<file path="src/rtl/obp_pkg.sv">
package obp_pkg;

    typedef enum logic [2:0] {
        ST_IDLE,
        ST_MODRM,
        ST_DISP_LO,
        ST_DISP_HI,
        ST_IMM_LO,
        ST_IMM_HI,
        ST_DONE
    } parse_state_t;

    localparam logic [1:0] MODE_MEM0   = 2'b00;
    localparam logic [1:0] MODE_MEM8   = 2'b01;
    localparam logic [1:0] MODE_MEM16  = 2'b10;
    localparam logic [1:0] MODE_REG    = 2'b11;
    localparam logic [2:0] RM_ABSOLUTE = 3'b110;

    typedef struct packed {
        logic [1:0] mode;
        logic [2:0] reg_f;
        logic [2:0] rm;
    } addr_fields_t;

    typedef struct packed {
        logic dir;
        logic wide;
        logic sx;
        logic has_imm;
    } op_ctl_t;

    function automatic logic is_absolute(addr_fields_t f);
        return (f.mode == MODE_MEM0) && (f.rm == RM_ABSOLUTE);
    endfunction

    // number of offset bytes that follow the addressing byte
    function automatic logic [1:0] offset_bytes(addr_fields_t f);
        logic [1:0] n;
        case (f.mode)
            MODE_MEM0:  n = is_absolute(f) ? 2'd2 : 2'd0;
            MODE_MEM8:  n = 2'd1;
            MODE_MEM16: n = 2'd2;
            default:    n = 2'd0;
        endcase
        return n;
    endfunction

    // number of immediate bytes requested by the opcode controls
    function automatic logic [1:0] imm_bytes(op_ctl_t c);
        logic [1:0] n;
        if (!c.has_imm)
            n = 2'd0;
        else if (c.wide && !c.sx)
            n = 2'd2;
        else
            n = 2'd1;
        return n;
    endfunction

endpackage

</file>
<file path="src/rtl/obp_field_split.sv">
module obp_field_split
    import obp_pkg::*;
#(
    parameter int BYTE_W = 8
) (
    input  logic [BYTE_W-1:0] byte_in,
    output addr_fields_t      fields,
    output logic [1:0]        off_len
);
    localparam int FIELD_W = $bits(addr_fields_t);

    always_comb begin
        fields  = addr_fields_t'(byte_in[FIELD_W-1:0]);
        off_len = offset_bytes(fields);
    end
endmodule

</file>
<file path="src/rtl/obp_le_collector.sv">
module obp_le_collector #(
    parameter int BYTE_W = 8
) (
    input  logic                  clk,
    input  logic                  rst,
    input  logic                  clr,
    input  logic                  ld_lo,
    input  logic                  ld_hi,
    input  logic                  ext_lo,
    input  logic [BYTE_W-1:0]     byte_in,
    output logic [2*BYTE_W-1:0]   word_o
);
    localparam int WORD_W = 2 * BYTE_W;

    logic [WORD_W-1:0] word_q;
    logic [BYTE_W-1:0] upper_fill;

    always_comb begin
        upper_fill = ext_lo ? {BYTE_W{byte_in[BYTE_W-1]}} : '0;
    end

    always_ff @(posedge clk) begin
        if (rst || clr) begin
            word_q <= '0;
        end else if (ld_lo) begin
            word_q <= {upper_fill, byte_in};
        end else if (ld_hi) begin
            word_q[WORD_W-1:BYTE_W] <= byte_in;
        end
    end

    assign word_o = word_q;
endmodule

</file>
<file path="src/rtl/obp_parse_ctrl.sv">
module obp_parse_ctrl
    import obp_pkg::*;
(
    input  logic         clk,
    input  logic         rst,
    input  logic         start,
    input  logic         in_valid,
    input  logic [1:0]   off_len_now,
    input  logic [1:0]   imm_len,
    output parse_state_t state,
    output logic         start_acc,
    output logic         take,
    output logic         in_ready,
    output logic         done
);
    parse_state_t state_q, state_n;
    logic [1:0]   off_len_q;

    always_comb begin
        in_ready  = (state_q == ST_MODRM)   || (state_q == ST_DISP_LO) ||
                    (state_q == ST_DISP_HI) || (state_q == ST_IMM_LO)  ||
                    (state_q == ST_IMM_HI);
        take      = in_ready && in_valid;
        start_acc = (state_q == ST_IDLE) && start;
        done      = (state_q == ST_DONE);
    end

    always_comb begin
        state_n = state_q;
        case (state_q)
            ST_IDLE: if (start) state_n = ST_MODRM;
            ST_MODRM: if (take) begin
                if (off_len_now != 2'd0)  state_n = ST_DISP_LO;
                else if (imm_len != 2'd0) state_n = ST_IMM_LO;
                else                      state_n = ST_DONE;
            end
            ST_DISP_LO: if (take) begin
                if (off_len_q == 2'd2)    state_n = ST_DISP_HI;
                else if (imm_len != 2'd0) state_n = ST_IMM_LO;
                else                      state_n = ST_DONE;
            end
            ST_DISP_HI: if (take) begin
                state_n = (imm_len != 2'd0) ? ST_IMM_LO : ST_DONE;
            end
            ST_IMM_LO: if (take) begin
                state_n = (imm_len == 2'd2) ? ST_IMM_HI : ST_DONE;
            end
            ST_IMM_HI: if (take) state_n = ST_DONE;
            ST_DONE:   state_n = ST_IDLE;
            default:   state_n = ST_IDLE;
        endcase
    end

    always_ff @(posedge clk) begin
        if (rst) begin
            state_q   <= ST_IDLE;
            off_len_q <= 2'd0;
        end else begin
            state_q <= state_n;
            if (state_q == ST_MODRM && take)
                off_len_q <= off_len_now;
        end
    end

    assign state = state_q;
endmodule

</file>
<file path="src/rtl/operand_byte_parser.sv">
module operand_byte_parser
    import obp_pkg::*;
#(
    parameter int BYTE_W = 8
) (
    input  logic                clk,
    input  logic                rst,
    input  logic                start,
    input  logic                op_d,
    input  logic                op_w,
    input  logic                op_s,
    input  logic                imm_en,
    input  logic                in_valid,
    input  logic [BYTE_W-1:0]   in_data,
    output logic                in_ready,
    output logic [1:0]          mod_o,
    output logic [2:0]          reg_o,
    output logic [2:0]          rm_o,
    output logic                reg_mode,
    output logic                reg_is_src,
    output logic                word_op,
    output logic                direct_addr,
    output logic [2*BYTE_W-1:0] disp_o,
    output logic [2*BYTE_W-1:0] imm_o,
    output logic                done
);
    localparam int WORD_W = 2 * BYTE_W;

    parse_state_t state;
    logic         start_acc, take;
    addr_fields_t fields_now, fields_q;
    logic [1:0]   off_len_now, imm_len;
    op_ctl_t      ctl_q;

    obp_field_split #(.BYTE_W(BYTE_W)) u_split (
        .byte_in (in_data),
        .fields  (fields_now),
        .off_len (off_len_now)
    );

    always_comb imm_len = imm_bytes(ctl_q);

    obp_parse_ctrl u_ctrl (
        .clk         (clk),
        .rst         (rst),
        .start       (start),
        .in_valid    (in_valid),
        .off_len_now (off_len_now),
        .imm_len     (imm_len),
        .state       (state),
        .start_acc   (start_acc),
        .take        (take),
        .in_ready    (in_ready),
        .done        (done)
    );

    always_ff @(posedge clk) begin
        if (rst) begin
            ctl_q    <= '0;
            fields_q <= '0;
        end else if (start_acc) begin
            ctl_q    <= '{dir: op_d, wide: op_w, sx: op_s, has_imm: imm_en};
            fields_q <= '0;
        end else if (state == ST_MODRM && take) begin
            fields_q <= fields_now;
        end
    end

    logic [WORD_W-1:0] disp_w, imm_w;

    obp_le_collector #(.BYTE_W(BYTE_W)) u_disp (
        .clk     (clk),
        .rst     (rst),
        .clr     (start_acc),
        .ld_lo   (take && state == ST_DISP_LO),
        .ld_hi   (take && state == ST_DISP_HI),
        .ext_lo  (fields_q.mode == MODE_MEM8),
        .byte_in (in_data),
        .word_o  (disp_w)
    );

    obp_le_collector #(.BYTE_W(BYTE_W)) u_imm (
        .clk     (clk),
        .rst     (rst),
        .clr     (start_acc),
        .ld_lo   (take && state == ST_IMM_LO),
        .ld_hi   (take && state == ST_IMM_HI),
        .ext_lo  (ctl_q.sx && ctl_q.wide),
        .byte_in (in_data),
        .word_o  (imm_w)
    );

    always_comb begin
        mod_o       = fields_q.mode;
        reg_o       = fields_q.reg_f;
        rm_o        = fields_q.rm;
        reg_mode    = (fields_q.mode == MODE_REG);
        direct_addr = is_absolute(fields_q);
        reg_is_src  = ctl_q.dir;
        word_op     = ctl_q.wide;
        disp_o      = disp_w;
        imm_o       = imm_w;
    end
endmodule

</file>
<file path="config.mk">
export PLATFORM = sky130hd
export DESIGN_NAME = operand_byte_parser
export DESIGN_NICKNAME = d
export VERILOG_FILES = /design/src/rtl/obp_pkg.sv /design/src/rtl/obp_field_split.sv /design/src/rtl/obp_le_collector.sv /design/src/rtl/obp_parse_ctrl.sv /design/src/rtl/operand_byte_parser.sv
export SDC_FILE = /design/constraint.sdc
export NUM_CORES = 1
export LEC_CHECK = 0
export BUFFER_PORTS_ARGS = -buffer_cell sky130_fd_sc_hd__clkbuf_2
export CORE_UTILIZATION = 51
export CTS_CLUSTER_DIAMETER = 200
export CTS_CLUSTER_SIZE = 10
export DETAILED_ROUTE_END_ITERATION = 8
export GPL_ROUTABILITY_DRIVEN = 0
export HOLD_SLACK_MARGIN = 0.06
export PLACE_DENSITY = 0.78
export REMOVE_ABC_BUFFERS = 1
export SLEW_MARGIN = 20
export SYNTH_ARGS = -nofsm -noshare
export SYNTH_HDL_FRONTEND = slang
export SYNTH_SLANG_ARGS = --single-unit
</file>
<file path="constraint.sdc">
create_clock -name clk -period 1.7 [get_ports clk]
set_input_delay 0.255 -clock clk [delete_from_list [all_inputs] [get_ports clk]]
set_output_delay 0.255 -clock clk [all_outputs]
set_load 0.05 [all_outputs]
</file>
==> results.cfg <==
[outcome]
outcome = completed

[min_path]
hold_start = imm_en
holdPathStages = 3
min_path_type = input pin to flop
holdPathEnd = ctl_q[0]

[layout]
final_core_util_pct = 64.6
layout-drive-gt1-share_pct = 34.5
area_growth_syn_to_layout_pct = 19.9
final_area_mm2 = 0.00264
seqCellArea_um2 = 985
fill_cells = 374
layoutNonFillerInstCount = 369
antennaDiodeCount = 0
multi_input_area_mm2 = 0.00108
nNetsFinal = 334

[floorplan]
io_pins = 62
dieArea_mm2 = 0.00458
fp.coreArea_mm2 = 0.00409
start_util_pct = 53.9
die_h_um = 67.7
rows = 23
die_x_um = 67.7

[synthesis]
synth.largest_area_cell = dfxtp_1
async_flop_share_pct = 0
ys_seq_elements = 49
yosysWarnings = 0
synth_common_cells = dfxtp_1, nand2_1, a21oi_1
syn_inst = 258
synth_edf_count = 0
yosysSeqAreaShare_pct = 44.5
synth_cell_types = 41
synthFlopType = dfxtp_1
synth.area.top_cells = dfxtp_1, a21oi_1, nand2_1, a211oi_2, nor3_2
netlist_area_mm2 = 0.00220
synth_top_area_share_pct = 44.5
synth_most_common_cell = dfxtp_1
syn_avg_cell_area_um2 = 8.54

[setup_path]
endpoint_kind = output port
cp_cell_sequence = buf_4 -> nor3_1 -> a21oi_1 -> clkbuf_4
crit_required_ns = 1.44
worst_setup_path_start_kind = flop
cpPeakStageDelay_ns = 0.43
crit_path_max_fanout = 11
timing.rr.start = u_ctrl.state[2]
crit_path_top_delay_cell = dfxtp_4
rr_worst_depth = 4
critical_path_class = flop to output port
arrival_ns = 1.32
reg2reg_setup_slack_ns = 0.13
timing.rr.end = u_imm.word_o[2]

[place]
placed_cells = 361
dp_hpwl_mm = 3.69
placed_area_mm2 = 0.00255
port_buffers = 61

[power_and_ir_drop]
p_sw_share_pct = 39.7
switching_power_mw = 1.28
p_per_area_mw_per_mm2 = 1220
p_total_mw = 3.22
combinationalPowerShare_pct = 36.7
intPower_mw = 1.94
clkPwrFrac_pct = 21.3
seq_power_share_pct = 42.0
leakagePower_nw = 1.06
vdd_drop_max_uv = 718

[grt]
grt_overflow = 0
grt_pass1_vias = 1728
grt_usage_pct = 23.5
grt_pass1_wl_mm = 8.00
grt_max_degree = 25
antenna_found_initial = 0

[sta]
maxSlewViolCount = 0
rsz0062_at_grt = false
hold_slack_ns = 0.181
maxSlewHeadroom_pct = 67.2
layout_min_cycle_time_ns = 1.58
period_share_pct = 92.7
hold_violations = 0
finalSetupViolations = 0
fin_skew_ns = 0.0101
worst_pin_slew_ns = 0.489
max_freq_mhz = 634

[drt]
wl_per_cell_um = 14.0
drc = 0
num_vias = 1994
dr.pass1.iters = 4
detail-route-antenna-nets = 0
drtIter0Drc = 157
finalWirelength_mm = 5.18
viasPerCell = 5.40

[clock_network]
cts_num_sinks = 49
path_clk_slew_ns = 0.09
cts.path.max_buffers = 2
root_buffer = clkbuf_8
htree_levels = 2
cts_tree = yes
cts_made_buffers = 5
holdBufCountCts = 0
clk_latency_ns = 0.30

[flow_run]
maxCapViolations = 0
==> layer usage <==
metal | global-route usage [%] | share of wire, % | vias up
met3 | 3.89 | 4.4 | 10
met1 | 31.2 | 46 | 923
met4 | 11.2 | 1.9 | 0
met2 | 36.6 | 48 | 64
met5 | 0 | 0 | -
li1 | - | - | 997
==> critical path: cells and delay by family (launching register included) <==
kind | cells | cell delay [ns]
AND/OR/NAND/NOR | 1 | 0.04
buffers and inverters | 2 | 0.39
flip-flops | 1 | 0.43
AO/OA/AOI/OAI | 1 | 0.15
==> how the worst max path moves through the flow <==
stage               slack, ns                 to       startpoint
floorplan               -0.44  u_disp.word_o[10]  u_ctrl.state[0]
global placement         0.19   u_imm.word_o[14]  u_ctrl.state[0]
detailed placement       0.14   u_imm.word_o[14]  u_ctrl.state[0]
CTS                     0.006           in_ready  u_ctrl.state[0]
global route             0.02   u_imm.word_o[14]  u_ctrl.state[1]
finish                   0.12           in_ready  u_ctrl.state[0]
==> power groups by stage <==
stage | sequential (mW) | clock (mW) | combinational [mW]
after global placement | 1.36 | 0 | 1.14
after CTS | 1.35 | 0.694 | 1.16
after global routing | 1.37 | 0.742 | 1.27
final | 1.35 | 0.685 | 1.18
after floorplan | 1.58 | 0 | 0.562
after detailed placement | 1.37 | 0 | 1.16
==> cell type report <==
cell class              count  area share [%]
flip-flops and latches     49            37.3
clock buffers               6            2.75
well taps                  50            2.37
repair buffers             75            15.6
inverters                   4           0.568
clock inverters             2           0.521
multi-input cells         183            40.9
==> through the flow <==
step                setup slack, ns  TNS, ns
floorplan                    -0.438   -15.69
global placement              0.185        0
detailed placement            0.138        0
CTS                         0.00559        0
global route                 0.0234        0
finish                        0.123        0
==> placed cells by master (no fill, tap or decap), drive strengths merged, types with 2 or more instances in the layout <==
master,count
o211ai,2
a211oi,9
nor2,23
a21oi,38
mux2i,4
nand2b,4
nor2b,3
nand4bb,3
or2,3
a31oi,3
nand3,3
inv,5
nand2,52
o21ai,2
and4,2
clkbuf,67
buf,14
nor3,18
dfxtp,49
==> sequential cells by signal (all words and copies together) (netlist names) <==
register	count
u_imm.word_o	16
u_ctrl.state	3
mod_o	2
u_ctrl.off_len_q	2
u_disp.word_o	16
ctl_q	2
reg_o	3
rm_o	3
word_op	1
reg_is_src	1
==> logic make-up (layout without fill, tap and decap cells) <==
kind of cell              after synthesis  in the layout  share of synthesized area [%]
and+or+nand+nor                       121            121                           30.1
AOI/OAI and AO/OA                      57             57                           16.7
DFF                                    49             49                           44.5
buffers and inverters                  26             87                           6.42
muxes                                   4              4                           1.82
xor gates and xnor gates                1              1                          0.398
==> what timing repair did <==
action	CTS	global route
gates resized for setup	1	3
setup buffers	0	0
endpoints found under the setup margin	1	1
Note: power is estimated with default switching activity, not from simulation.
